==> config.mk <==
export PLATFORM = sky130hd
export DESIGN_NAME = i2c_mst_status_reg
export DESIGN_NICKNAME = d
export VERILOG_FILES = /design/src/rtl/i2cms_pkg.sv /design/src/rtl/i2cms_fall_det.sv /design/src/rtl/i2cms_freeze.sv /design/src/rtl/i2cms_flags.sv /design/src/rtl/i2cms_lvl_cap.sv /design/src/rtl/i2c_mst_status_reg.sv
export SDC_FILE = /design/constraint.sdc
export NUM_CORES = 1
export LEC_CHECK = 0
export ABC_AREA = 0
export BUFFER_PORTS_ARGS = -buffer_cell sky130_fd_sc_hd__buf_4
export CORE_AREA = 10 10 47 49
export CTS_CLUSTER_DIAMETER = 100
export DETAILED_ROUTE_END_ITERATION = 10
export DIE_AREA = 0 0 57 59
export GPL_ROUTABILITY_DRIVEN = 0
export GPL_TIMING_DRIVEN = 1
export PLACE_DENSITY = 0.67
export RECOVER_POWER = 25
export SLEW_MARGIN = 10
export SYNTH_ARGS = -nofsm -noshare
export SYNTH_HDL_FRONTEND = slang
export SYNTH_SLANG_ARGS = --single-unit
==> constraint.sdc <==
create_clock -name clk -period 1.47 [get_ports clk]
set_input_delay 0.0735 -clock clk [delete_from_list [all_inputs] [get_ports clk]]
set_output_delay 0.0735 -clock clk [all_outputs]
set_load 0.03 [all_outputs]
==> src/rtl/i2cms_pkg.sv <==
package i2cms_pkg;
  typedef struct packed {
    logic start_gen;
    logic stop_det;
    logic arb_lost;
    logic release_cmd;
    logic en_fall;
  } flag_ev_t;
endpackage

==> src/rtl/i2cms_fall_det.sv <==
module i2cms_fall_det (
  input  logic clk,
  input  logic rst_n,
  input  logic lvl,
  output logic fall
);
  logic lvl_q;

  always_ff @(posedge clk) begin
    if (!rst_n) lvl_q <= 1'b0;
    else        lvl_q <= lvl;
  end

  assign fall = lvl_q & ~lvl;
endmodule

==> src/rtl/i2cms_freeze.sv <==
module i2cms_freeze (
  input  logic clk,
  input  logic rst_n,
  input  logic wake_fall,
  input  logic start_det,
  input  logic stop_det,
  output logic frz_q,
  output logic upd_en
);
  logic bus_cond;
  assign bus_cond = start_det | stop_det;

  always_ff @(posedge clk) begin
    if (!rst_n)         frz_q <= 1'b0;
    else if (bus_cond)  frz_q <= 1'b0;
    else if (wake_fall) frz_q <= 1'b1;
  end

  assign upd_en = ~frz_q | bus_cond;
endmodule

==> src/rtl/i2cms_flags.sv <==
module i2cms_flags
  import i2cms_pkg::*;
(
  input  logic     clk,
  input  logic     rst_n,
  input  logic     upd_en,
  input  flag_ev_t ev,
  input  logic     rd_clr,
  input  logic     bit_clr,
  output logic     mst_q,
  output logic     ald_q
);
  logic mst_d, ald_d, mst_kill;

  assign mst_kill = ev.en_fall | ev.stop_det | ev.arb_lost | ev.release_cmd;

  always_comb begin
    mst_d = mst_q;
    if (mst_kill)          mst_d = 1'b0;
    else if (ev.start_gen) mst_d = 1'b1;

    ald_d = ald_q;
    if (ev.en_fall)            ald_d = 1'b0;
    else if (ev.arb_lost)      ald_d = 1'b1;
    else if (rd_clr | bit_clr) ald_d = 1'b0;
  end

  always_ff @(posedge clk) begin
    if (!rst_n) begin
      mst_q <= 1'b0;
      ald_q <= 1'b0;
    end else if (upd_en) begin
      mst_q <= mst_d;
      ald_q <= ald_d;
    end
  end
endmodule

==> src/rtl/i2cms_lvl_cap.sv <==
module i2cms_lvl_cap #(
  parameter int W = 6
) (
  input  logic         clk,
  input  logic         rst_n,
  input  logic         upd_en,
  input  logic [W-1:0] din,
  output logic [W-1:0] dq
);
  for (genvar i = 0; i < W; i++) begin : g_bit
    always_ff @(posedge clk) begin
      if (!rst_n)      dq[i] <= 1'b0;
      else if (upd_en) dq[i] <= din[i];
    end
  end
endmodule

==> src/rtl/i2c_mst_status_reg.sv <==
module i2c_mst_status_reg
  import i2cms_pkg::*;
#(
  parameter  int STAT_W = 8,
  localparam int IDX_W  = $clog2(STAT_W),
  localparam int LVL_W  = STAT_W - 2
) (
  input  logic              clk,
  input  logic              rst_n,
  input  logic              module_en,
  input  logic              wake_en,
  input  logic              ev_start_gen,
  input  logic              ev_start_det,
  input  logic              ev_stop_det,
  input  logic              ev_arb_lost,
  input  logic              ev_release,
  input  logic              start_trig,
  input  logic              wait_prd,
  input  logic              rd_stb,
  input  logic              bit_acc_stb,
  input  logic [IDX_W-1:0]  bit_acc_idx,
  input  logic [LVL_W-1:0]  lvl_stat,
  output logic [STAT_W-1:0] status,
  output logic              rd_valid
);
  localparam int ALD_POS = STAT_W - 2;

  logic en_fall, wake_fall, frz_q, upd_en, mst_q, ald_q, rd_clr, bit_clr;
  logic [LVL_W-1:0] lvl_q;
  flag_ev_t ev;

  i2cms_fall_det u_en_edge (.clk(clk), .rst_n(rst_n), .lvl(module_en), .fall(en_fall));
  i2cms_fall_det u_wk_edge (.clk(clk), .rst_n(rst_n), .lvl(wake_en),   .fall(wake_fall));

  i2cms_freeze u_frz (
    .clk(clk), .rst_n(rst_n), .wake_fall(wake_fall),
    .start_det(ev_start_det), .stop_det(ev_stop_det),
    .frz_q(frz_q), .upd_en(upd_en)
  );

  assign rd_valid = start_trig | wait_prd;
  assign rd_clr   = rd_stb & rd_valid;
  assign bit_clr  = bit_acc_stb & (bit_acc_idx != IDX_W'(ALD_POS));

  assign ev.start_gen   = ev_start_gen;
  assign ev.stop_det    = ev_stop_det;
  assign ev.arb_lost    = ev_arb_lost;
  assign ev.release_cmd = ev_release;
  assign ev.en_fall     = en_fall;

  i2cms_flags u_flags (
    .clk(clk), .rst_n(rst_n), .upd_en(upd_en), .ev(ev),
    .rd_clr(rd_clr), .bit_clr(bit_clr), .mst_q(mst_q), .ald_q(ald_q)
  );

  i2cms_lvl_cap #(.W(LVL_W)) u_cap (
    .clk(clk), .rst_n(rst_n), .upd_en(upd_en), .din(lvl_stat), .dq(lvl_q)
  );

  assign status = {mst_q, ald_q, lvl_q};
endmodule

==> summary.txt <==
Outcome
  – Status: finished clean

Layout
  – Diodes inserted: 0
  – Post-route cell area: 704 um^2
  – Layout cells sized above 1: 0.400
  – Fillers: 152
  – Area added between synthesis and finish: 57.3%
  – Final nets: 103

Worst hold path
  – Hold Crit Class: in -> reg
  – Hold path depth: 3
  – HP Start: wake_en
  – Worst Hold End: u_wk_edge.lvl_q$_SDFF_PN0_

Clock tree
  – CTS tree: done
  – CTS max path bufs: 2
  – Setup Buffers After CTS: 0
  – Num CTS Buffers: 3
  – Clk_lat worst skew: 0.27 ns
  – H-tree levels: 1
  – Clock-pin slew on the worst setup and hold paths: 0.06 ns
  – CTS sink cnt: 11
  – Root Buffer: clkbuf_4

Timing
  – RSZ-0062 raised after global routing: false
  – Slew Limit Fails: 0
  – Fin Setup TNS: 0 ns
  – Final min period: 1.32 ns
  – Final setup fails: 0
  – Slew headroom: 0.748
  – Final Hold Fails: 0
  – Clock Skew: 0.00923 ns
  – Worst-Margin Slew: 0.379 ns
  – Max Freq: 758 MHz
  – Fin crit share: 0.898

Drt
  – WL per Instance: 12.8 um
  – Via count: 456
  – 1st-pass router iterations: 4
  – Vias/cell: 4.75
  – Initial DRC count: 7
  – Final wirelength: 1.23 mm
  – Drt drc: 0
  – Post-route ant nets: 0

Floorplanning
  – Num ports: 31
  – DIE WIDTH: 57 um
  – Die ar.: 3360 um^2
  – Starting Density: 0.320
  – Core ar.: 1400 um^2
  – Site row count: 14
  – Die Y: 59 um

Synthesis
  – Async SR Flop Fraction: 0
  – Post-Synth XOR/XNOR Area: 0
  – Mux cell area share after synthesis: 0.134
  – Top-count cell post-synth: dfxtp_1
  – Simple-gate share of the synthesized area: 0.212
  – Cell taking the most area after synthesis: dfxtp_1
  – Mapped Nets: 69
  – Synth Area in Adders: 0
  – Post-synth top area share: 0.492
  – Warnings, synthesis: 0
  – Synth Area in Compound Gates: 0.0782
  – Main synth FF type: dfxtp_1
  – Post-synthesis instance total: 47
  – Yosys reg bits: 11
  – EDFF count, synth: 0
  – Post-synth top cells: 11 x dfxtp_1, 7 x nor2_1, 6 x mux2i_1
  – Main combinational cell family by area after synthesis: simple AND/OR/NAND/NOR gates
  – Synthesized area: 448 um^2
  – Unique cell type count in the Yosys netlist: 21
  – Average cell area after synthesis: 9.53 um^2
  – Part of the Yosys area used for sequential elements: 0.492
  – Top cells by area, synth: dfxtp_1 49%, mux2i_1 13%, nor2_1 5.9%, a21oi_1 3.4%, buf_4 3.4%

Placement
  – Hpwl dp: 1.02 mm
  – Area after DPL: 667 um^2
  – IO Port Bufs: 30

Worst setup path
  – CP bufs+invs: 3
  – CP most frequent cell: dlygate4sd3_1
  – Cell family with most CP delay: buffers and inverters
  – Worst Path Class, Setup: in -> reg
  – Worst R2R Start: u_frz.frz_q$_SDFFE_PP0P_
  – Crit path largest cell delay: 0.58 ns
  – CP startpoint kind: primary input
  – R2r endpoint: u_frz.frz_q$_SDFFE_PP0P_
  – Crit path DAT: 1.52 ns
  – R2R setup slack: 0.31 ns
  – Slowest cell on crit path: dlygate4sd3_1
  – CP required: 1.67 ns
  – CP endpoint kind: flop
  – Critical Path Fanout Max: 3
  – R2R cell count: 3
  – Worst path cell trace: dlygate4sd3_1 -> buf_4 -> nor4_1 -> dlygate4sd3_1

Global routing
  – First-pass GRT wire length: 1.99 mm
  – Initial antenna violation count: 0
  – Largest net degree at the start of global routing: 11
  – Total gr overflow: 0
  – Vias in the first global route: 473
  – All-Layer GR Usage: 0.0735

Power
  – LEAKAGE: 0.370 nW
  – Pwr dens: 907 nW/um^2
  – Worst VDD drop: 399 uV

Flow run
  – MaxCap Viol Count: 0
## worst register-to-register path, stage by stage (launching register included)
cell and delay [ns]:
dfxtp_1 0.34, a21oi_1 0.05, nor4_1 0.14, dlygate4sd3_1 0.58
## cell usage in the layout, fill, tap and decap left out
| cell type | instances |
|---|---|
| buf_4 | 25 |
| dfxtp_1 | 11 |
| nor2_1 | 7 |
| mux2i_1 | 6 |
| clkbuf_4 | 5 |
| clkbuf_1 | 4 |
| a21oi_1 | 3 |
| inv_1 | 2 |
| nor3_1 | 2 |
| dlygate4sd3_1 | 2 |
| or2_2 | 1 |
| and2_1 | 1 |
| clkinv_1 | 1 |
| nor4_1 | 1 |
| or3b_4 | 1 |
| and3b_1 | 1 |
| o21ai_0 | 1 |
| nand2b_1 | 1 |
| o2111ai_1 | 1 |
| nor3b_1 | 1 |
| nand2_1 | 1 |
| nand3_1 | 1 |
| a31oi_1 | 1 |
## report_power, final
group          total, mW  internal, mW  switching, mW
clock network      0.201         0.105         0.0964
registers          0.320         0.313        0.00721
logic              0.118        0.0621         0.0556
total              0.639         0.479          0.159
## how the worst max path moves through the flow
stage                                   from                         end  slack (ns)  depth (start not counted)
floorplan           u_frz.frz_q$_SDFFE_PP0P_  u_flags.mst_q$_SDFFE_PN0P_        0.36                          4
global placement    u_frz.frz_q$_SDFFE_PP0P_  u_flags.mst_q$_SDFFE_PN0P_        0.24                          3
finish                          ev_start_det    u_frz.frz_q$_SDFFE_PP0P_        0.15                          4
global route                    ev_start_det    u_frz.frz_q$_SDFFE_PP0P_        0.09                          4
detailed placement  u_frz.frz_q$_SDFFE_PP0P_  u_flags.mst_q$_SDFFE_PN0P_        0.21                          3
CTS                             ev_start_det  u_flags.mst_q$_SDFFE_PN0P_        0.06                          5
## layer usage
metal  GRT usage  share of wire
met1      0.0785           0.41
met2       0.109           0.45
met3      0.0408           0.13
met4      0.0503         0.0073
met5           0              0
## state kept, by name (all words and copies together) (netlist names)
register,flops
u_cap.dq,6
u_en_edge.lvl_q,1
u_flags.ald_q,1
u_flags.mst_q,1
u_frz.frz_q,1
u_wk_edge.lvl_q,1
## cells by family after synthesis
logic type,Yosys count
AO/OA/AOI/OAI,6
buffers and inverters,6
flip-flops,11
multiplexers,6
AND/OR/NAND/NOR,18
## per-stage QoR
step / hold slack, ns / setup slack, ns / power, mW / util / cells
2_1_floorplan: 0.150 / 0.359 / 0.379 / - / 47
3_3_place_gp: 0.258 / 0.240 / 0.445 / 0.476 / 90
3_5_place_dp: 0.262 / 0.210 / 0.447 / 0.476 / 90
4_1_cts: 0.0218 / 0.0583 / 0.652 / 0.509 / 96
5_1_grt: 0.0464 / 0.0869 / 0.676 / 0.503 / 96
6_report: 0.0311 / 0.151 / 0.639 / 0.503 / 96
## repair_timing
action / in CTS / in global routing
hold buffers: 2 / 0
setup endpoints to repair: 0 / 1
gates resized for setup: 0 / 1
hold endpoints to repair: 1 / 0
## layout make-up
cell class,instances,area [um^2],share of cell area
multi-input cells,30,193,0.274
well taps,16,20.0,0.0284
flip-flops and latches,11,220,0.313
inverters,3,11.3,0.0160
clock buffers,4,26.3,0.0373
repair buffers,32,234,0.332
Note: power is estimated with default switching activity, not from simulation.
